**src/rtl/tapstep_pkg.sv**
```systemverilog
package tapstep_pkg;
  typedef enum logic [1:0] {
    MV_NONE = 2'd0,
    MV_UP   = 2'd1,
    MV_DN   = 2'd2
  } move_e;
endpackage

```
**src/rtl/tapstep_sync.sv**
```systemverilog
// Multi-bit level synchronizer, each bit resets to the idle (high) level.
module tapstep_sync #(
  parameter int N      = 2,
  parameter int STAGES = 2
) (
  input  logic         clk,
  input  logic         rst_n,
  input  logic [N-1:0] din,
  output logic [N-1:0] dout
);
  for (genvar b = 0; b < N; b++) begin : g_bit
    logic [STAGES-1:0] sh_q;
    logic [STAGES-1:0] sh_d;
    always_comb sh_d = {sh_q[STAGES-2:0], din[b]};
    always_ff @(posedge clk or negedge rst_n) begin
      if (!rst_n) sh_q <= '1;
      else        sh_q <= sh_d;
    end
    assign dout[b] = sh_q[STAGES-1];
  end
endmodule

```
**src/rtl/tapstep_pace.sv**
```systemverilog
// Debounce and two-rate auto-repeat timing; emits one move per qualified step.
module tapstep_pace
  import tapstep_pkg::*;
#(
  parameter int DEB_TICKS        = 40000,
  parameter int SLOW_TICKS       = 250000,
  parameter int FAST_TICKS       = 50000,
  parameter int FAST_AFTER_TICKS = 1000000
) (
  input  logic  clk,
  input  logic  rst_n,
  input  logic  up_q,
  input  logic  dn_q,
  input  logic  inh,
  output move_e mv
);
  localparam int HTW = $clog2(FAST_AFTER_TICKS + 2);
  localparam int SCW = $clog2(SLOW_TICKS + 1);
  localparam logic [HTW:0] HT_CAP  = (HTW+1)'(FAST_AFTER_TICKS + 1);
  localparam logic [HTW:0] HT_FAST = (HTW+1)'(FAST_AFTER_TICKS);
  localparam logic [HTW:0] HT_DEB  = (HTW+1)'(DEB_TICKS);
  localparam logic [SCW:0] IV_SLOW = (SCW+1)'(SLOW_TICKS);
  localparam logic [SCW:0] IV_FAST = (SCW+1)'(FAST_TICKS);

  logic [HTW-1:0] ht_q, ht_d, ht_eff;
  logic [SCW-1:0] sc_q, sc_d, sc_eff;
  logic [HTW:0]   ht_inc;
  logic [SCW:0]   sc_inc, intv;
  logic           last_up_q, last_up_d, last_up_en;
  logic           pu, pd, active, same, past_deb, first, rep, step;

  always_comb begin
    pu         = !up_q;
    pd         = !dn_q;
    active     = (pu ^ pd) && !inh;
    same       = active && (last_up_q == pu);
    ht_eff     = same ? ht_q : '0;
    sc_eff     = same ? sc_q : '0;
    ht_inc     = {1'b0, ht_eff} + (HTW+1)'(1);
    sc_inc     = {1'b0, sc_eff} + (SCW+1)'(1);
    past_deb   = {1'b0, ht_eff} >= HT_DEB;
    first      = ht_inc == HT_DEB;
    intv       = (ht_inc > HT_FAST) ? IV_FAST : IV_SLOW;
    rep        = past_deb && (sc_inc >= intv);
    step       = active && (first || rep);
    ht_d       = !active ? '0
               : ((ht_inc > HT_CAP) ? HT_CAP[HTW-1:0] : ht_inc[HTW-1:0]);
    sc_d       = (!active || step || !past_deb) ? '0 : sc_inc[SCW-1:0];
    last_up_en = active;
    last_up_d  = pu;
    if (!step)   mv = MV_NONE;
    else if (pu) mv = MV_UP;
    else         mv = MV_DN;
  end

  always_ff @(posedge clk or negedge rst_n) begin
    if (!rst_n) begin
      ht_q      <= '0;
      sc_q      <= '0;
      last_up_q <= 1'b0;
    end else begin
      ht_q <= ht_d;
      sc_q <= sc_d;
      if (last_up_en) last_up_q <= last_up_d;
    end
  end
endmodule

```
**src/rtl/tapstep_pos.sv**
```systemverilog
// Saturating position register with preset priority.
module tapstep_pos
  import tapstep_pkg::*;
#(
  parameter int POS_W = 5
) (
  input  logic             clk,
  input  logic             rst_n,
  input  move_e            mv,
  input  logic             ld_stb,
  input  logic [POS_W-1:0] ld_val,
  output logic [POS_W-1:0] pos
);
  localparam logic [POS_W-1:0] POS_TOP = '1;
  localparam logic [POS_W-1:0] POS_BOT = '0;

  logic [POS_W-1:0] pos_q, pos_d;
  logic             pos_en;

  always_comb begin
    pos_d  = pos_q;
    pos_en = 1'b0;
    if (ld_stb) begin
      pos_d  = ld_val;
      pos_en = 1'b1;
    end else if (mv == MV_UP && pos_q != POS_TOP) begin
      pos_d  = pos_q + POS_W'(1);
      pos_en = 1'b1;
    end else if (mv == MV_DN && pos_q != POS_BOT) begin
      pos_d  = pos_q - POS_W'(1);
      pos_en = 1'b1;
    end
  end

  always_ff @(posedge clk or negedge rst_n) begin
    if (!rst_n)      pos_q <= '0;
    else if (pos_en) pos_q <= pos_d;
  end

  assign pos = pos_q;
endmodule

```
**src/rtl/tap_stepper.sv**
```systemverilog
module tap_stepper
  import tapstep_pkg::*;
#(
  parameter int POS_W            = 5,
  parameter int DEB_TICKS        = 40000,
  parameter int SLOW_TICKS       = 250000,
  parameter int FAST_TICKS       = 50000,
  parameter int FAST_AFTER_TICKS = 1000000
) (
  input  logic             clk,
  input  logic             rst_n,
  input  logic             up_n,
  input  logic             dn_n,
  input  logic             inh,
  input  logic             ld_stb,
  input  logic [POS_W-1:0] ld_val,
  output logic [POS_W-1:0] tap
);
  logic [1:0] rst_sh_q;
  logic       rst_q;
  logic [1:0] btn_q;
  logic       up_q, dn_q;
  move_e      mv;

  // Reset: asserted asynchronously, released on the clock.
  always_ff @(posedge clk or negedge rst_n) begin
    if (!rst_n) rst_sh_q <= 2'b00;
    else        rst_sh_q <= {rst_sh_q[0], 1'b1};
  end
  assign rst_q = rst_sh_q[1];

  tapstep_sync #(.N(2), .STAGES(2)) u_sync (
    .clk   (clk),
    .rst_n (rst_q),
    .din   ({up_n, dn_n}),
    .dout  (btn_q)
  );
  assign up_q = btn_q[1];
  assign dn_q = btn_q[0];

  tapstep_pace #(
    .DEB_TICKS        (DEB_TICKS),
    .SLOW_TICKS       (SLOW_TICKS),
    .FAST_TICKS       (FAST_TICKS),
    .FAST_AFTER_TICKS (FAST_AFTER_TICKS)
  ) u_pace (
    .clk   (clk),
    .rst_n (rst_q),
    .up_q  (up_q),
    .dn_q  (dn_q),
    .inh   (inh),
    .mv    (mv)
  );

  tapstep_pos #(.POS_W(POS_W)) u_pos (
    .clk    (clk),
    .rst_n  (rst_q),
    .mv     (mv),
    .ld_stb (ld_stb),
    .ld_val (ld_val),
    .pos    (tap)
  );
endmodule

```
**config.mk**
```make
export PLATFORM = sky130hd
export DESIGN_NAME = tap_stepper
export DESIGN_NICKNAME = d
export VERILOG_FILES = /design/src/rtl/tapstep_pkg.sv /design/src/rtl/tapstep_sync.sv /design/src/rtl/tapstep_pace.sv /design/src/rtl/tapstep_pos.sv /design/src/rtl/tap_stepper.sv
export SDC_FILE = /design/constraint.sdc
export NUM_CORES = 1
export LEC_CHECK = 0
export BUFFER_PORTS_ARGS = -buffer_cell sky130_fd_sc_hd__buf_4
export CAP_MARGIN = 20
export CORE_MARGIN = 2
export CORE_UTILIZATION = 25
export CTS_CLUSTER_SIZE = 10
export DETAILED_ROUTE_END_ITERATION = 10
export PLACE_DENSITY = 0.39
export SYNTH_ARGS = -nofsm -noshare
export SYNTH_HDL_FRONTEND = slang
export SYNTH_SLANG_ARGS = --single-unit
```
**constraint.sdc**
```tcl
create_clock -name clk -period 3.7 [get_ports clk]
set_input_delay 0 -clock clk [delete_from_list [all_inputs] [get_ports clk]]
set_output_delay 0 -clock clk [all_outputs]
set_load 0.03 [all_outputs]
```
==> impl_metrics.toml <==
[worst_setup_path]
critPathKind = "reg -> reg"
crit_required_ns = 3.92
cp_max_fo = 4
cp-end-kind = "flip-flop"
reg2reg_to = "u_pos.pos[4]"
start_kind = "flip-flop"
r2r_slack_ns = -1.82
r2r-start = "u_sync.g_bit[1].sh_q[1]"
rr_worst_depth = 30
cp.arrival_ns = 5.74
critPathMaxStageDelay_ns = 0.53
cp_slowest_cell = "dfstp_2"

[timing]
finClkSkew_ns = 0.006333
setup_ws_ns = -1.817
finalHoldViolations = 0
setup_tns_ns = -26.54
rsz0062_at_grt = "true"
final.min_clock_period_ns = 5.517
relSlewSlack = 0.5619
worst_pin_slew_ns = 0.6572
slew_violations = 0
final-setup-viol-count = 41
fmax_ghz = 0.1812
period_share = 1.491
hold_slack_ns = 0.008039

[logic_synthesis]
yosys_warnings = 0
synth.top_cell.area_share = 0.3084
synth-main-ff-cell = "dfrtp_1"
syn-cell-area_sq_um = 3732
synth_edf_count = 0
ys_top_cells_by_count = "51 x nor2_1, 46 x dfrtp_1, 31 x nand2_1"
yosysSeqAreaShare = 0.3366
synth_nets = 468
ys_types = 71
yosys-top-cells-area = "dfrtp_1 31%, nor2_1 5.1%, xor2_1 4.5%, xnor2_1 3.5%, o21ai_0 3.5%"
yosysTopAreaCell = "dfrtp_1"
ys_seq_elements = 50
avgSynthCellArea_sq_um = 8.368
synth_most_common_cell = "nor2_1"
synthArstFlopShare = 1.000
synthCells = 446

[placement]
port_buffers = 15
dp_worst_setup_slack_ns = -1.913
dpl.hpwl_um = 8896
gp_congestion = 0.8279

[pwr]
switching_share = 0.2488
p_int_w = 0.0009461
powerDensity_nw_per_um2 = 213.4
seq_power_share = 0.454
leakage_nw = 2.561
finalPower_w = 0.001259
p_comb_frac = 0.119
power_switching_w = 0.0003134
clkPwrFrac = 0.427
peakVddDrop_v = 0.0001517

[floorplanning]
dieArea_sq_um = 15920
fp.dieW_um = 126.2
ioPinCount = 16
rows = 44
initial_core_util = 0.2568
core_area_sq_um = 14530
die_h_um = 126.2

[grt]
grt_pass1_vias = 4085
grt_antenna_before_repair = 0
grt_usage = 0.1581
gr-total-overflow = 0
grt_max_degree = 49
grt_first_pass_wirelength_um = 20500

[routing]
vias = 3947
post_drt_wl_per_cell_um = 15.03
final_antenna_net_count = 0
routed_via_density = 4.897
drt-total-wl_um = 12110
drt_iter0_drc = 147
firstDrtPassIters = 4
drc = 0

[layout]
syn2layout_area_growth_pct = 58.13
fillers = 1500
n_antenna_cell = 0
fin_nets = 643
utilization = 0.4061
drive_above_1_share = 0.4116

[hold_path]
hold_path_class = "in -> async"

[job]
cap_viol_max_count = 0

[clock_network]
ctsRootBufferMaster = "clkbuf_16"
cts.path.max_buffers = 2
cts.sinks = 50
h-tree-depth = 2
clk_pin_slew_ns = 0.07
cts_buffers = 5
clock_latency_ns = 0.30
cts_tree = "built"

[run_status]
violations = "negative setup slack"
outcome = "finished, violations left"
through the flow:
step | cells | cell area, sq um
after floorplan | 446 | 3897
after global placement | 771 | 5246
after detailed placement | 771 | 5246
after CTS | 802 | 5796
after global routing | 806 | 5902
final | 806 | 5902
metal layers:
layer  vias up  track usage  wire [um]
met5         -            0          0
met4         0      0.03361        133
met3         8      0.01444        197
met2        41       0.2571       5607
met1      1905       0.2288       6174
li1       1993            -          -
logic make-up (layout without fill, tap and decap cells):
group	count (synthesis)	count (layout)	share of synthesized area
flip-flops	50	50	0.3366
other	1	1	0.001005
XOR/XNOR	34	34	0.07979
buffers and inverters	44	220	0.05196
multiplexers	6	6	0.01777
AND/OR/NAND/NOR	201	201	0.2927
adder cells (fa/ha/maj)	11	11	0.03889
AO/OA/AOI/OAI	99	99	0.1814
worst max-delay path by stage:
stage / slack, ns / cells past startpoint / from / to
2_1_floorplan: -2.00 / 30 / u_sync.g_bit[1].sh_q[1] / u_pos.pos[4]
4_1_cts: -1.86 / 30 / u_sync.g_bit[1].sh_q[1] / u_pos.pos[4]
3_5_place_dp: -1.91 / 27 / u_sync.g_bit[1].sh_q[1] / u_pos.pos[4]
5_1_grt: -2.18 / 32 / u_sync.g_bit[1].sh_q[1] / u_pos.pos[4]
6_report: -1.82 / 30 / u_sync.g_bit[1].sh_q[1] / u_pos.pos[4]
3_3_place_gp: -1.81 / 27 / u_sync.g_bit[1].sh_q[1] / u_pos.pos[4]
cells in the final DEF, fill, tap and decap left out, drive strengths merged, types with 3 or more instances in the layout:
master	Yosys	final
nor2	52	52
a21boi	5	5
and4	4	4
nor3	22	22
nand2b	5	5
mux2i	4	4
dfstp	4	4
nor4b	5	5
nand2	31	31
a21oi	13	13
ha	10	10
a2bb2oi	3	3
dfrtp	46	46
or4	4	4
xnor2	15	15
inv	21	21
and2	8	8
nor4	10	10
dlygate4sd3	0	8
xor2	19	19
nand4	15	15
nand3	22	22
o31ai	5	5
o21ai	27	27
buf	15	183
a21o	4	4
a311oi	3	3
and3	11	11
a31oi	9	9
clkbuf	8	6
o31a	4	4
or3	4	4
o22ai	4	4
power by group through the flow:
stage / clock network, W / logic, W / registers (W)
floorplan: 0 / 0.0000579 / 0.000596
global placement: 0 / 0.000129 / 0.000582
detailed placement: 0 / 0.000130 / 0.000582
CTS: 0.000557 / 0.000146 / 0.000572
finish: 0.000537 / 0.000150 / 0.000572
global route: 0.000582 / 0.000165 / 0.000574
worst max-delay path, delay by kind of cell (launching register included):
family	cells	cell delay [ns]
simple gates	12	2.07
compound gates	10	1.85
flops	1	0.53
buf+inv	4	0.27
fa+ha+maj	3	0.63
xor+xnor	1	0.09
registers in the layout, indices dropped and copies added (netlist names):
register / cells
u_pace.sc_q: 18
u_sync.g_bit.sh_q: 4
u_pace.ht_q: 20
rst_sh_q: 2
u_pace.last_up_q: 1
u_pos.pos: 5
timing repair:
item | CTS | global route
setup buffers | 12 | 4
hold buffers | 8 | 0
setup endpoints to repair | 43 | 43
gates cloned | 3 | 0
endpoints found under the hold margin | 9 | 0
pin swaps | 9 | 12
resized for setup | 35 | 22
layout make-up:
cell class,count,area (sq um),share of cell area
Tap cell,184,230.2,0.03901
Sequential cell,50,1257,0.2131
Clock inverter,2,37.54,0.006360
Inverter,21,81.33,0.01378
Clock buffer,6,128.9,0.02184
Multi-Input combinational cell,352,2585,0.4380
Timing Repair Buffer,191,1582,0.2680
No activity file was read; power rests on OpenSTA's default activity.
